--- src/rtl/mbox_irq_pkg.sv ---
package mbox_irq_pkg;
    localparam int MBOX_N  = 4;
    localparam int FLD_W   = 3;
    localparam int SLOT_W  = FLD_W + 1;
    localparam int DATA_W  = MBOX_N * SLOT_W;
    localparam int ADDR_W  = 12;
    localparam int LOC_N   = 1 << FLD_W;
    localparam int BUS_N   = (1 << FLD_W) - 1;

    localparam logic [ADDR_W-1:0] OFS_LMAP = 12'h340;
    localparam logic [ADDR_W-1:0] OFS_BMAP = 12'h344;
    localparam logic [ADDR_W-1:0] OFS_LST  = 12'h304;
    localparam logic [ADDR_W-1:0] OFS_BST  = 12'h314;

    typedef logic [MBOX_N-1:0][FLD_W-1:0] map_t;

    typedef struct packed {
        map_t              lmap;
        map_t              bmap;
        logic [MBOX_N-1:0] lst;
        logic [MBOX_N-1:0] bst;
    } rtr_state_t;
endpackage

--- src/rtl/mbox_irq_regs.sv ---
module mbox_irq_regs
    import mbox_irq_pkg::*;
(
    input  logic              clk,
    input  logic              rst_n,
    input  logic              wr_en,
    input  logic [ADDR_W-1:0] addr,
    input  logic [DATA_W-1:0] wdata,
    input  logic [MBOX_N-1:0] stb,
    output map_t              lmap_o,
    output map_t              bmap_o,
    output logic [MBOX_N-1:0] lst_o,
    output logic [MBOX_N-1:0] bst_o
);
    rtr_state_t st_d, st_q;
    logic [MBOX_N-1:0] lclr, bclr;
    logic unused_wdata;

    assign unused_wdata = ^wdata;

    always_comb begin
        st_d = st_q;
        lclr = '0;
        bclr = '0;
        if (wr_en && addr == OFS_LMAP) begin
            for (int k = 0; k < MBOX_N; k++) st_d.lmap[k] = wdata[k*SLOT_W +: FLD_W];
        end
        if (wr_en && addr == OFS_BMAP) begin
            for (int k = 0; k < MBOX_N; k++) st_d.bmap[k] = wdata[k*SLOT_W +: FLD_W];
        end
        if (wr_en && addr == OFS_LST) lclr = wdata[MBOX_N-1:0];
        if (wr_en && addr == OFS_BST) bclr = wdata[MBOX_N-1:0];
        // set has priority over clear
        st_d.lst = (st_q.lst & ~lclr) | stb;
        st_d.bst = (st_q.bst & ~bclr) | stb;
    end

    always_ff @(posedge clk or negedge rst_n) begin
        if (!rst_n) st_q <= '0;
        else        st_q <= st_d;
    end

    assign lmap_o = st_q.lmap;
    assign bmap_o = st_q.bmap;
    assign lst_o  = st_q.lst;
    assign bst_o  = st_q.bst;
endmodule

--- src/rtl/mbox_irq_route.sv ---
module mbox_irq_route
    import mbox_irq_pkg::*;
(
    input  map_t              lmap,
    input  map_t              bmap,
    input  logic [MBOX_N-1:0] lst,
    input  logic [MBOX_N-1:0] bst,
    output logic [LOC_N-1:0]  local_irq,
    output logic [BUS_N-1:0]  bus_irq
);
    for (genvar j = 0; j < LOC_N; j++) begin : g_loc
        logic [MBOX_N-1:0] hit;
        for (genvar k = 0; k < MBOX_N; k++) begin : g_src
            assign hit[k] = lst[k] && (lmap[k] == FLD_W'(j));
        end
        assign local_irq[j] = |hit;
    end

    for (genvar j = 0; j < BUS_N; j++) begin : g_bus
        logic [MBOX_N-1:0] hit;
        for (genvar k = 0; k < MBOX_N; k++) begin : g_src
            assign hit[k] = bst[k] && (bmap[k] == FLD_W'(j + 1));
        end
        assign bus_irq[j] = |hit;
    end
endmodule

--- src/rtl/mbox_irq_rdmux.sv ---
module mbox_irq_rdmux
    import mbox_irq_pkg::*;
(
    input  logic [ADDR_W-1:0] addr,
    input  map_t              lmap,
    input  map_t              bmap,
    input  logic [MBOX_N-1:0] lst,
    input  logic [MBOX_N-1:0] bst,
    output logic [DATA_W-1:0] rdata
);
    logic [DATA_W-1:0] lmap_w, bmap_w;

    always_comb begin
        lmap_w = '0;
        bmap_w = '0;
        for (int k = 0; k < MBOX_N; k++) begin
            lmap_w[k*SLOT_W +: FLD_W] = lmap[k];
            bmap_w[k*SLOT_W +: FLD_W] = bmap[k];
        end
        case (addr)
            OFS_LMAP: rdata = lmap_w;
            OFS_BMAP: rdata = bmap_w;
            OFS_LST:  rdata = DATA_W'(lst);
            OFS_BST:  rdata = DATA_W'(bst);
            default:  rdata = '0;
        endcase
    end
endmodule

--- src/rtl/mbox_irq_router.sv ---
module mbox_irq_router
    import mbox_irq_pkg::*;
(
    input  logic              clk,
    input  logic              rst_n,
    input  logic              reg_wr_en,
    input  logic [ADDR_W-1:0] reg_addr,
    input  logic [DATA_W-1:0] reg_wdata,
    output logic [DATA_W-1:0] reg_rdata,
    input  logic [MBOX_N-1:0] mbox_wr_stb,
    output logic [LOC_N-1:0]  local_irq_o,
    output logic [BUS_N-1:0]  bus_irq_o
);
    map_t              lmap_w, bmap_w;
    logic [MBOX_N-1:0] lst_w, bst_w;

    mbox_irq_regs regs_i (
        .clk(clk), .rst_n(rst_n), .wr_en(reg_wr_en), .addr(reg_addr),
        .wdata(reg_wdata), .stb(mbox_wr_stb),
        .lmap_o(lmap_w), .bmap_o(bmap_w), .lst_o(lst_w), .bst_o(bst_w)
    );

    mbox_irq_route route_i (
        .lmap(lmap_w), .bmap(bmap_w), .lst(lst_w), .bst(bst_w),
        .local_irq(local_irq_o), .bus_irq(bus_irq_o)
    );

    mbox_irq_rdmux rdmux_i (
        .addr(reg_addr), .lmap(lmap_w), .bmap(bmap_w),
        .lst(lst_w), .bst(bst_w), .rdata(reg_rdata)
    );
endmodule

--- config.mk ---
export PLATFORM = sky130hd
export DESIGN_NAME = mbox_irq_router
export DESIGN_NICKNAME = d
export VERILOG_FILES = /design/src/rtl/mbox_irq_pkg.sv /design/src/rtl/mbox_irq_regs.sv /design/src/rtl/mbox_irq_route.sv /design/src/rtl/mbox_irq_rdmux.sv /design/src/rtl/mbox_irq_router.sv
export SDC_FILE = /design/constraint.sdc
export NUM_CORES = 1
export LEC_CHECK = 0
export BUFFER_PORTS_ARGS = -buffer_cell sky130_fd_sc_hd__buf_4
export CAP_MARGIN = 10
export CORE_UTILIZATION = 35
export CTS_CLUSTER_SIZE = 16
export DETAILED_ROUTE_END_ITERATION = 10
export GPL_ROUTABILITY_DRIVEN = 0
export PLACE_DENSITY = 0.69
export SLEW_MARGIN = 30
export SYNTH_ARGS = -nofsm -noshare
export SYNTH_HDL_FRONTEND = slang
export SYNTH_SLANG_ARGS = --single-unit
--- constraint.sdc ---
create_clock -name clk -period 2.9 [get_ports clk]
set_clock_uncertainty 0.1 [all_clocks]
set_input_delay 0.145 -clock clk [delete_from_list [all_inputs] [get_ports clk]]
set_output_delay 0.145 -clock clk [all_outputs]
set_load 0.05 [all_outputs]
==> impl_metrics.json, run 1 <==
{
  "setup_viol": 0,
  "vias": 2004,
  "yosys-top-cells-count": "dfrtp_1, mux2_4, nand2_1",
  "portBuffers": 59,
  "rsz0062_at_grt": "no",
  "overflow": 0,
  "initial_core_util_pct": 37.25,
  "root_buffer": "clkbuf_8",
  "slew_headroom_pct": 45.67,
  "cts_buffers": 5,
  "grtUsageTotal_pct": 18.61,
  "coreArea_um2": 6096,
  "synth_area_leaders": "dfrtp_1, mux2_4, mux2i_1",
  "yosysUniqueCellTypes": 46,
  "grt_pass1_wl_mm": 9.239,
  "ant_nets": 0,
  "synth_ff_type": "dfrtp_1",
  "dp_slack_ns": 0.7974,
  "n_antenna_cell": 0,
  "place_area_um2": 2735,
  "async_flop_share_pct": 100.0,
  "grt_start_max_net_pins": 33,
  "cts_buffer_depth": 2,
  "fp.dieH_um": 82.55,
  "yosysSeqAreaShare_pct": 35.26,
  "yosysTopAreaCell": "dfrtp_1",
  "netlist_area_um2": 2271,
  "status": "finished, final reports clean",
  "die-area_um2": 6815,
  "vias_per_cell": 5.551,
  "avgSynthCellArea_um2": 10.51,
  "dp_hpwl_mm": 4.397,
  "end_kind": "output pin",
  "cts_tree": "built",
  "wl_per_cell_um": 16.52,
  "first_pass_iters": 4,
  "final_nets": 320,
  "crit_type": "primary input to output pin",
  "yosysWarnings": 0,
  "cap_violations": 0,
  "fillCellCount": 603,
  "hold_viol_final": 0,
  "clkTransAtPathRegs_ns": 0.07,
  "tightest_slew_ns": 0.8075,
  "synth_most_common_cell": "dfrtp_1",
  "dieWidth_um": 82.55,
  "crit_fanout": 6,
  "grt_pass1_vias": 1850,
  "p_leak_nw": 1.301,
  "antenna_found_initial": 0,
  "power.density_nw_per_um2": 313.8,
  "startpoint_type": "primary input",
  "cts.sinks": 32,
  "clock_latency_ns": 0.29,
  "ir_drop_uv": 157.5,
  "syn_to_final_growth_pct": 29.37,
  "required_ns": 2.65,
  "postCtsSetupRepairBufs": 0,
  "ys_ff_latch": 32,
  "synth_edf_count": 0,
  "tns_ns": 0,
  "hp-class": "primary input to flop",
  "io_pins": 66,
  "layout-drive-gt1-share_pct": 38.81,
  "first_iter_violations": 105,
  "drt-total-wl_mm": 5.963,
  "ctsResizeCount": 0,
  "period_needed_ns": 2.120,
  "cts_max_level": 2,
  "fmax_ghz": 0.4718,
  "setup_slack_ns": 0.7804,
  "rows": 28,
  "slew_violations": 0,
  "fin_area_um2": 2938,
  "post-route-util_pct": 48.19,
  "post-route-period-util_pct": 73.09,
  "netlist.area_leader.share_pct": 35.26,
  "syn_inst": 216,
  "arrival_ns": 1.87,
  "drc": 0
}
per-layer routing:
metal  GRT usage (%)  part of all wire (%)
met3           3.187                   6.9
met5               0                     0
met1           25.39                    45
met4           7.586                   1.8
met2           29.09                    46
cell families (layout without fill, tap and decap cells):
family / after synthesis / in the layout / share of synthesized area, %
mux: 37 / 37 / 21.10
simple gates: 92 / 92 / 25.29
compound gates: 39 / 39 / 13.50
buf+inv: 15 / 83 / 4.683
other cells: 1 / 3 / 0.1651
flops: 32 / 32 / 35.26
placed cells by master, fill, tap and decap left out, types with 2 or more instances in the layout:
master	count
clkinv_2	2
o221ai_1	7
o32ai_1	3
nor2_2	9
a221o_1	3
or4_1	2
a211oi_1	3
inv_1	3
a22oi_1	2
a221oi_1	3
mux2_2	7
clkbuf_8	6
nor2_1	11
nand2_1	15
or3_1	3
nand3b_1	2
nand4b_1	3
o311ai_0	2
and2_1	2
a21oi_1	8
nor2b_1	11
mux2_4	20
nor4_4	2
nor4_1	2
dfrtp_1	32
conb_1	3
nand2b_1	13
buf_4	61
mux2i_1	10
o32a_1	2
or4_4	2
nor3b_1	4
dlygate4sd3_1	11
a32oi_1	2
nor3_1	6
area by class of cell:
class                   count  area [um2]  share of cell area (%)
inverters                   3       11.26                  0.3833
clock buffers               6       82.58                   2.811
flip-flops and latches     32       800.8                   27.26
multi-input cells         171        1371                   46.68
repair buffers             72       568.0                   19.34
well taps                  75       93.84                   3.194
clock inverters             2       10.01                  0.3407
state kept, by name, summed over array words and instances, names as in the netlist:
| name | count |
|---|---|
| regs_i.bmap_o | 12 |
| regs_i.lmap_o | 12 |
| regs_i.bst_o | 4 |
| regs_i.lst_o | 4 |
critical path, cell delays in order:
cell and delay [ns]:
buf_4 0.11, or4_4 0.59, or3_1 0.44, a211oi_1 0.32, buf_4 0.27
path summary, 6_finish.rpt:
| kind | startpoint | to | slack (ns) | cells past startpoint |
|---|---|---|---|---|
| setup / recovery | reg_addr[3] | reg_rdata[2] | 0.78 | 5 |
| hold / removal | reg_wdata[2] | regs_i.lmap_o[2] | 0.006 | 2 |
| setup reg to reg | regs_i.bmap_o[4] | regs_i.bmap_o[4] | 1.90 | 1 |
| hold reg to reg | regs_i.lmap_o[5] | regs_i.lmap_o[5] | 0.48 | 1 |
| max in group asynchronous | rst_n | regs_i.bmap_o[5] | 2.17 | 2 |
| min in group asynchronous | rst_n | regs_i.lmap_o[4] | 0.23 | 2 |
timing repair:
action	CTS	global route
endpoints found under the hold margin	48	1
setup endpoints to repair	0	0
hold buffers	10	1
metrics by stage:
stage,power (W),hold WS [ns],instances
after global routing,0.0009562,0.007586,361
after floorplan,0.0005092,-0.2506,218
after global placement,0.0005576,0.002310,342
after CTS,0.0009299,0.001236,360
final,0.0009220,0.005974,361
after detailed placement,0.0005585,0.01081,342
where the power goes:
group	total, W	internal (W)	switching [W]
Clock	0.000361	0.000189	0.000172
Sequential	0.000450	0.000448	0.00000252
Combinational	0.000111	0.0000541	0.0000567
Total	0.000922	0.000691	0.000231
Note: power is estimated with default switching activity, not from simulation.
==> run 2, diff against run 1 <==
Settings changed: PLACE_DENSITY 0.69 to 0.71.
Clock period 2.9 ns to 1.75 ns, I/O delays scaled along.
==> run 2 against run 1 <==
The flow now finishes with violations (setup timing). First-iteration DRC count fell by 5.7%. Largest cell class unchanged. Via count rose by 8.0%. Routed wire length increased by 15%. Register-to-register slack got worse by 1.2 ns. Sequential share of layout area is 4.6 points lower. Combinational power is 110% higher. Die area unchanged. Count of clock-buffer cells in the layout fell by 1. Critical path depth is the same. Sequential power up 66%. Total power rose by 83%.
==> impl_metrics.json, run 2 (same netlist as run 1, synthesis figures left out) <==
{
  "status": "finished with violations",
  "violations": "setup timing",
  "overflow": 0,
  "cts_max_level": 2,
  "period_needed_ns": 1.880,
  "power.density_nw_per_um2": 466.7,
  "finalPower_w": 0.001690,
  "setup_slack_ns": -0.1300,
  "initial_core_util_pct": 37.25,
  "layout.cells.most_common": "buf_4",
  "cts.sinks": 32,
  "crit_path_top_delay_cell": "or4_4",
  "grt_pass1_vias": 2148,
  "drt-total-wl_mm": 6.844,
  "coreArea_um2": 6096,
  "startpoint_type": "primary input",
  "rsz0062_at_grt": "yes",
  "ir_drop_uv": 404.4,
  "fmax_ghz": 0.5319,
  "grt_pass1_wl_mm": 10.67,
  "die-area_um2": 6815,
  "p_leak_nw": 1.530,
  "hp-class": "primary input to flop",
  "crit_fanout": 9,
  "crit_type": "primary input to output pin",
  "root_buffer": "clkbuf_8",
  "portBuffers": 59,
  "vias": 2164,
  "grtUsageTotal_pct": 21.28,
  "cts_buffers": 5,
  "path_cells": "buf_6, or4_4, or4_4, nor2_4, buf_6",
  "dp_hpwl_mm": 4.803,
  "required_ns": 1.56,
  "dieWidth_um": 82.55,
  "fillCellCount": 515,
  "final_nets": 359,
  "slowest_delay_ns": 0.67,
  "slew_violations": 0,
  "layout_common_cells": "buf_4, buf_6, mux2_4, dlygate4sd3_1, dfrtp_1",
  "setup_viol": 15,
  "grt_start_max_net_pins": 33,
  "hold_viol_final": 0,
  "arrival_ns": 1.69,
  "cts_buffer_depth": 2,
  "clock_latency_ns": 0.28,
  "first_iter_violations": 99,
  "layout-drive-gt1-share_pct": 57.54,
  "clkTransAtPathRegs_ns": 0.07,
  "fp.dieH_um": 82.55,
  "first_pass_iters": 4,
  "crit_buf_inv": 2,
  "syn_to_final_growth_pct": 59.45,
  "cap_violations": 0,
  "vias_per_cell": 5.410,
  "cts_tree": "built",
  "wl_per_cell_um": 17.11,
  "rows": 28,
  "post-route-period-util_pct": 107.4,
  "ant_nets": 0,
  "drc": 0,
  "end_kind": "output pin",
  "n_antenna_cell": 0,
  "antenna_found_initial": 0,
  "tns_ns": -1.553,
  "io_pins": 66,
  "crit_family": "simple AND/OR/NAND/NOR gates"
}
==> run 2: cell types whose count changed in the layout (fill, tap and decap cells not counted), moves of 5 or more <==
cell           change
buf_4              +8
dfrtp_2           +15
nor2_2             -8
dlygate4sd3_1      +6
buf_6             +22
nor2_4             +9
nand2b_4           +5
dfrtp_1           -15
nand2b_1           -6
==> run 2: layer usage <==
metal | global-route usage (%) | share of wire [%] | wire (um)
met5 | 0 | 0 | 0
met4 | 6.207 | 0.91 | 62
met3 | 2.527 | 4.3 | 293
met2 | 36.61 | 50 | 3431
met1 | 27.94 | 45 | 3057
==> run 2: path summary, 6_finish.rpt <==
| check | start | end | slack (ns) | cells after the start |
|---|---|---|---|---|
| max | reg_addr[3] | reg_rdata[9] | -0.13 | 5 |
| min | reg_wdata[3] | regs_i.lst_o[3] | 0.08 | 3 |
| max reg2reg | regs_i.bmap_o[1] | regs_i.bmap_o[1] | 0.66 | 2 |
| min reg2reg | regs_i.lmap_o[7] | regs_i.lmap_o[7] | 0.47 | 1 |
| max in group asynchronous | rst_n | regs_i.lmap_o[11] | 1.05 | 2 |
| min in group asynchronous | rst_n | regs_i.bst_o[2] | 0.16 | 2 |
==> run 2: layout make-up <==
type / count / area [um2] / share of cell area [%]
clock buffers: 5 / 68.82 / 1.900
inverters: 3 / 11.26 / 0.3110
flip-flops and latches: 32 / 819.5 / 22.63
repair buffers: 111 / 985.9 / 27.23
multi-input cells: 171 / 1599 / 44.16
well taps: 75 / 93.84 / 2.592
clock inverters: 3 / 42.54 / 1.175
==> run 2: metrics by stage <==
step	utilization (%)	std cells	instance area [um2]	setup slack, ns	hold slack, ns
detailed placement	48.79	357	2974	-0.1613	-0.04842
finish	59.40	400	3621	-0.1300	0.07588
global route	59.40	400	3621	-0.1720	0.09797
floorplan	-	218	2412	-0.1088	-0.3081
global placement	48.79	357	2974	-0.1532	-0.05293
CTS	57.02	398	3476	-0.1280	0.06951
==> run 2: where the power goes <==
part	total, W	switching [W]	internal, W
combinational	0.000235	0.000114	0.000120
sequential	0.000746	0.00000427	0.000742
clock	0.000709	0.000288	0.000421
total	0.00169	0.000407	0.00128
==> run 2: timing repair <==
item | CTS | global route
buffers inserted | 16 | 3
endpoints found under the hold margin | 64 | 0
hold buffers | 17 | 0
pin swaps | 4 | 5
setup endpoints to repair | 19 | 26
resized for setup | 28 | 35
==> run 2: worst register-to-register path, stage by stage, from the launching register on <==
cell	delay [ns]
dfrtp_2	0.47
buf_4	0.16
mux2_4	0.26
